$ cat src/rtl/cyc_mon_pkg.sv
package cyc_mon_pkg;
  typedef struct packed {
    logic sec;
    logic start;
    logic arb_fail;
  } cyc_strb_t;

  localparam int unsigned STRB_W = $bits(cyc_strb_t);
endpackage

$ cat src/rtl/cyc_mon_pulse_reg.sv
module cyc_mon_pulse_reg #(
  parameter int unsigned W = 3
) (
  input  logic         clk_i,
  input  logic         rst_ni,
  input  logic [W-1:0] d_i,
  output logic [W-1:0] q_o
);
  for (genvar g = 0; g < W; g++) begin : g_bit
    always_ff @(posedge clk_i or negedge rst_ni) begin
      if (!rst_ni) q_o[g] <= 1'b0;
      else         q_o[g] <= d_i[g];
    end
  end
endmodule

$ cat src/rtl/cyc_mon_lost.sv
module cyc_mon_lost #(
  parameter int unsigned LOST_ROLLS = 2
) (
  input  logic clk_i,
  input  logic rst_ni,
  input  logic roll_i,
  input  logic cs_i,
  output logic lost_o
);
  localparam int unsigned CNT_W = (LOST_ROLLS > 2) ? $clog2(LOST_ROLLS) : 1;
  localparam logic [CNT_W-1:0] LAST = CNT_W'(LOST_ROLLS - 1);

  logic [CNT_W-1:0] cnt_q;
  logic             hit;

  assign hit = roll_i && !cs_i && (cnt_q == LAST);

  always_ff @(posedge clk_i or negedge rst_ni) begin
    if (!rst_ni) begin
      cnt_q  <= '0;
      lost_o <= 1'b0;
    end else begin
      lost_o <= hit;
      // cycle-start wins over a coincident roll
      if (cs_i)        cnt_q <= '0;
      else if (hit)    cnt_q <= '0;
      else if (roll_i) cnt_q <= cnt_q + 1'b1;
    end
  end

  p_cnt_range_r8: assert property (@(posedge clk_i) disable iff (!rst_ni)
    cnt_q <= LAST);
  p_lost_after_roll_r7: assert property (@(posedge clk_i) disable iff (!rst_ni)
    $rose(lost_o) |-> $past(roll_i) && !$past(cs_i));
  p_lost_restart_r8: assert property (@(posedge clk_i) disable iff (!rst_ni)
    lost_o |-> cnt_q == '0);
endmodule

$ cat src/rtl/cyc_mon_period.sv
module cyc_mon_period (
  input  logic clk_i,
  input  logic rst_ni,
  input  logic roll_i,
  input  logic cs_i,
  input  logic gap_i,
  output logic done_o,
  output logic pend_o
);
  logic armed_q;
  logic done_c;

  assign done_c = gap_i && armed_q;

  always_ff @(posedge clk_i or negedge rst_ni) begin
    if (!rst_ni) begin
      armed_q <= 1'b0;
      done_o  <= 1'b0;
      pend_o  <= 1'b0;
    end else begin
      done_o  <= done_c;
      armed_q <= cs_i || (armed_q && !gap_i);
      // roll sets pending and outranks a coincident done
      pend_o  <= roll_i || (pend_o && !done_c);
    end
  end

  p_done_needs_arm_r6: assert property (@(posedge clk_i) disable iff (!rst_ni)
    done_o |-> $past(armed_q) && $past(gap_i));
  p_pend_rise_r5: assert property (@(posedge clk_i) disable iff (!rst_ni)
    $rose(pend_o) |-> $past(roll_i));
  p_pend_fall_r5: assert property (@(posedge clk_i) disable iff (!rst_ni)
    $fell(pend_o) |-> done_o);
  p_pend_hold_r9: assert property (@(posedge clk_i) disable iff (!rst_ni)
    roll_i |=> pend_o);
endmodule

$ cat src/rtl/cyc_mon.sv
module cyc_mon
  import cyc_mon_pkg::*;
#(
  parameter int unsigned LOST_ROLLS = 2
) (
  input  logic clk_i,
  input  logic rst_ni,
  input  logic roll_i,
  input  logic sec_inc_i,
  input  logic cs_tx_i,
  input  logic cs_rx_i,
  input  logic arb_gap_i,
  input  logic cs_arb_fail_i,
  output logic cyc_sec_o,
  output logic cyc_start_o,
  output logic cyc_done_o,
  output logic cyc_lost_o,
  output logic cyc_arb_fail_o,
  output logic cyc_pend_o
);
  logic      cs_seen;
  cyc_strb_t strb_d, strb_q;

  assign cs_seen = cs_tx_i || cs_rx_i;

  always_comb begin
    strb_d.sec      = sec_inc_i;
    strb_d.start    = cs_seen;
    strb_d.arb_fail = cs_arb_fail_i;
  end

  cyc_mon_pulse_reg #(.W(STRB_W)) u_strb (
    .clk_i  (clk_i),
    .rst_ni (rst_ni),
    .d_i    (strb_d),
    .q_o    (strb_q)
  );

  assign cyc_sec_o      = strb_q.sec;
  assign cyc_start_o    = strb_q.start;
  assign cyc_arb_fail_o = strb_q.arb_fail;

  cyc_mon_lost #(.LOST_ROLLS(LOST_ROLLS)) u_lost (
    .clk_i  (clk_i),
    .rst_ni (rst_ni),
    .roll_i (roll_i),
    .cs_i   (cs_seen),
    .lost_o (cyc_lost_o)
  );

  cyc_mon_period u_period (
    .clk_i  (clk_i),
    .rst_ni (rst_ni),
    .roll_i (roll_i),
    .cs_i   (cs_seen),
    .gap_i  (arb_gap_i),
    .done_o (cyc_done_o),
    .pend_o (cyc_pend_o)
  );

  p_start_follows_cs_r3: assert property (@(posedge clk_i) disable iff (!rst_ni)
    (cs_tx_i || cs_rx_i) |=> cyc_start_o);
  p_sec_follows_inc_r2: assert property (@(posedge clk_i) disable iff (!rst_ni)
    cyc_sec_o |-> $past(sec_inc_i));
  p_af_follows_fail_r4: assert property (@(posedge clk_i) disable iff (!rst_ni)
    cyc_arb_fail_o |-> $past(cs_arb_fail_i));
endmodule

$ cat config.mk
export PLATFORM = sky130hd
export DESIGN_NAME = cyc_mon
export DESIGN_NICKNAME = d
export VERILOG_FILES = /design/src/rtl/cyc_mon_pkg.sv /design/src/rtl/cyc_mon_pulse_reg.sv /design/src/rtl/cyc_mon_lost.sv /design/src/rtl/cyc_mon_period.sv /design/src/rtl/cyc_mon.sv
export SDC_FILE = /design/constraint.sdc
export NUM_CORES = 1
export LEC_CHECK = 0
export BUFFER_PORTS_ARGS = -buffer_cell sky130_fd_sc_hd__clkbuf_2
export CAP_MARGIN = 40
export CORE_AREA = 2 2 39 41
export CTS_CLUSTER_DIAMETER = 60
export CTS_CLUSTER_SIZE = 24
export DETAILED_ROUTE_END_ITERATION = 8
export DIE_AREA = 0 0 41 43
export GPL_TIMING_DRIVEN = 0
export PLACE_DENSITY = 0.39
export SYNTH_ARGS = -nofsm -noshare
export SYNTH_HDL_FRONTEND = slang
export SYNTH_SLANG_ARGS = --single-unit
$ cat constraint.sdc
create_clock -name clk_i -period 1.15 [get_ports clk_i]
set_clock_uncertainty 0.05 [all_clocks]
set_input_delay 0.1725 -clock clk_i [delete_from_list [all_inputs] [get_ports clk_i]]
set_output_delay 0.1725 -clock clk_i [all_outputs]
set_load 0.1 [all_outputs]
* Word-level counts from Yosys, hierarchy flattened
Cells that the tools add are included.
Cells by class: add/subtract/negate cells 1, mux-type cells 3, reduce and logical (&&, ||, !) cells 12
Operator list (count):
- 1-bit logical AND | 5
- 1-bit zero test | 3
- 1-bit logical OR | 3
- 1-bit two-way mux | 3
- 3-bit nonzero test | 1
- 1-bit adder, second input constant | 1
Storage, ports and cells: bits in registers 8, bits of input ports 8, output and inout bits 6, logic and storage cells 24

* Depth between registers and ports, before layout
word-level depth 6, mapped depth 2, depth with buffers taken out 2

* Cells and area by module
From an unflattened synthesis, not the netlist that was laid out.
Second synthesis, totals: cell total of the unflattened synthesis 18, area total of the unflattened synthesis 252.7 µm²
By module, submodules not included:
- cyc_mon_period | instances 1, cells an instance 8, area an instance 101.3 µm², seq. area each 75.1 µm²
- cyc_mon_pulse_reg | instances 1, cells an instance 3, area an instance 75.1 µm², seq. area each 75.1 µm²
- cyc_mon_lost | instances 1, cells an instance 6, area an instance 70.1 µm², seq. area each 50.0 µm²
- cyc_mon | instances 1, cells an instance 1, area an instance 6.3 µm², seq. area each 0.0 µm²

* Worst setup path before layout
No wires, ideal clock.
path kind flip-flop to flip-flop, from register u_period.pend_o, to register u_period.pend_o, setup time 0.066 ns, arrival 1.086 ns, data required time 1.034 ns, slack -0.053 ns, cell stages (with the launch flop) 2, path buffers 0, clock period less this slack 1.203 ns, path through dfrtp_1 a21o_1
On the way: longest elaborated chain between the ends 2
RTL lines:
- start, declared | RTL line cyc_mon_period.sv:8 | output logic pend_o
- start signal, assigned | RTL line cyc_mon_period.sv:24 | pend_o <= roll_i || (pend_o && !done_c);
- 1-bit logical AND | RTL line cyc_mon_period.sv:24
- 1-bit logical OR | RTL line cyc_mon_period.sv:24
No other way between the ends. A chain may end at the register's enable or synchronous reset.

* Worst setup path in the final report
from register u_period.done_o, to output port cyc_done_o
RTL lines:
- start, declared | RTL line cyc_mon_period.sv:7 | output logic done_o,
- start signal, assigned | RTL line cyc_mon_period.sv:21 | done_o <= done_c;
- end, declared | RTL line cyc_mon.sv:16 | output logic cyc_done_o,
No word-level cell between the ends.

==> metrics <==
status=complete, no violations; post-synth top area cell=dfrtp_1; largest net degree at the start of global routing=9; Int Pwr=467.0 uW; Fillers=141; Tmin final=1.107 ns; Post-DRT Antenna Nets=0; antenna violations before repair=0; Setup crit start kind=flip-flop; CP max stage delay=0.32 ns; count leader, synth=dfrtp_1; critical-path cell list=clkbuf_4; clock-pin slew of the registers on the worst-case setup and hold paths=0.06 ns; Post-Layout Inst Area=422.9 sq um; Seq/Total Area, Yosys=0.7729; crit path max-delay cell type=dfrtp_1; Synth Net Count=26; placed cells=47; Min Hold Slack=0.05927 ns; wire per inst=9.000 microns; Die Y=43 microns; Yosys warnings=0; Sw Share=0.3027; Setup CP Type=reg -> out; Detailed Place HPWL=389.1 microns; Clock Path Buffers=2; clk_lat worst skew=0.25 ns; Vias=187; Total Die Area=1763 sq um; setup slack at placement=0.1418 ns; unrepaired setup endpoints after global routing=false; crit share post-route=0.9624; Leakage=0.0002184 uW; CP required=0.93 ns; CTS tree=built; top_reg_cell synth=dfrtp_1; largest cells by area after synthesis=dfrtp_1 (77%), inv_1 (4.3%), nor3_2 (3.9%); vias in the first global route=156; Worst Path Buf+Inv=1; core area=1384 sq um; top-area cell type share of the netlist area=0.7729; Post-synth ARST share=1.000; clk sinks=8; Cell Area, Placed=345.3 sq um; grt total ovfl=0; Slew Limit Fails=0; Clock power frac=0.336; # rows=14; Yosys cell types=9; DR pass1 iterations=1; Slew HR=0.7992; Final setup violation count=0; final hold violation count=0; Post-Syn Instances=18; CTS Buf Count=3; Final #Nets=47; Mapped Area=259.0 sq um; setup TNS=0 ns; Seq cells post-synth=8; root buffer cell=clkbuf_4; Worst VDD drop=0.4565 mV; final WL=486 microns; IO Port Bufs=13; Slew @ Worst Pin=0.3029 ns; H-Tree Depth=1; IO Pins=14; r2r setup slk=0.36 ns; drt via density=3.463; worst min-delay path class=in -> reg; Post-synth EDFFs=0; final non-filler cell total=54; NetSw=202.7 uW; Max Fclk=903.6 MHz; Remaining DRCs=0; pwr/cell area=1584 nW/um^2; Setup WS post-layout=0.04326 ns; GR Util All Layers=0.06484; Max FO, Critical Path=1; diode count=0; first-pass GRT wire length=648 microns; area growth from synthesis to final layout=63.29%; Initial Util=0.1872; CP top delay family=flip-flops; Mean Syn Cell Area=14.39 sq um; worst path arrival time=0.88 ns; layout cells sized above 1=0.5000; Die Wd=41 microns; Comb power frac=0.213; initial DRC count=0; sequential share of power=0.451; Max Cap Viol=0; Setup crit end kind=output pin; RePlAce Congestion=0.6563; leading cell types by count after synthesis=dfrtp_1 (8), inv_1 (3)
-- power groups by stage --
stage / combinational [uW] / sequential (uW) / clock (uW)
after global routing: 150 / 303 / 260
after global placement: 126 / 306 / 0
after detailed placement: 127 / 307 / 0
after CTS: 144 / 302 / 242
after floorplan: 12.8 / 386 / 0
final: 143 / 302 / 225
-- worst paths after layout --
path                       cells after the start                      start                         to
hold reg to reg                                1  u_period.pend_o$_DFF_PN0_  u_period.pend_o$_DFF_PN0_
max in group asynchronous                      2                     rst_ni  u_period.pend_o$_DFF_PN0_
hold / removal                                 2                    cs_rx_i   u_lost.cnt_q$_DFFE_PN0P_
setup reg to reg                               2   u_lost.cnt_q$_DFFE_PN0P_   u_lost.cnt_q$_DFFE_PN0P_
setup / recovery                               1  u_period.done_o$_DFF_PN0_                 cyc_done_o
min in group asynchronous                      2                     rst_ni  u_period.done_o$_DFF_PN0_
-- sequential cells by signal, summed over array words and instances, names as in the netlist --
| signal | count |
|---|---|
| u_period.armed_q | 1 |
| u_period.done_o | 1 |
| u_lost.lost_o | 1 |
| u_period.pend_o | 1 |
| u_strb.q_o | 3 |
| u_lost.cnt_q | 1 |
-- stage by stage --
step | utilization | power [uW]
floorplan | - | 398.9
global placement | 0.2495 | 431.9
detailed placement | 0.2495 | 434.0
CTS | 0.3056 | 687.4
global route | 0.3056 | 713.1
finish | 0.3056 | 669.7
-- cell type report --
cell class / instances / area (sq um) / share of cell area
Clock buffer: 4 / 26.28 / 0.06213
Inverter: 3 / 11.26 / 0.02663
Timing Repair Buffer: 16 / 116.4 / 0.2751
Sequential cell: 8 / 201.4 / 0.4763
Tap cell: 16 / 20.02 / 0.04734
Multi-Input combinational cell: 7 / 47.55 / 0.1124
-- logic make-up (layout without fill, tap and decap cells) --
logic type / after synthesis / count (layout) / synth area share
flops: 8 / 8 / 0.7729
simple gates: 4 / 4 / 0.1015
buf+inv: 3 / 23 / 0.04348
compound gates: 2 / 2 / 0.04830
xor+xnor: 1 / 1 / 0.03382
-- routing by layer --
layer | share of wire | track usage
met5 | 0 | 0
met1 | 0.45 | 0.07616
met3 | 0.15 | 0.04712
met2 | 0.40 | 0.06250
met4 | 0 | 0.08000
-- placed cells by master (no fill, tap or decap), types with 2 or more instances in the layout --
| master | n |
|---|---|
| clkbuf_2 | 7 |
| dfrtp_1 | 7 |
| clkbuf_4 | 6 |
| inv_1 | 3 |
| dlygate4sd3_1 | 3 |
| buf_4 | 2 |
-- repair_timing --
action / CTS / global route
endpoints found under the setup margin: 6 / 2
setup buffers: 0 / 0
gates resized for setup: 7 / 2
hold buffers: 3 / 0
endpoints found under the hold margin: 10 / 0
Note: power is estimated with default switching activity, not from simulation.
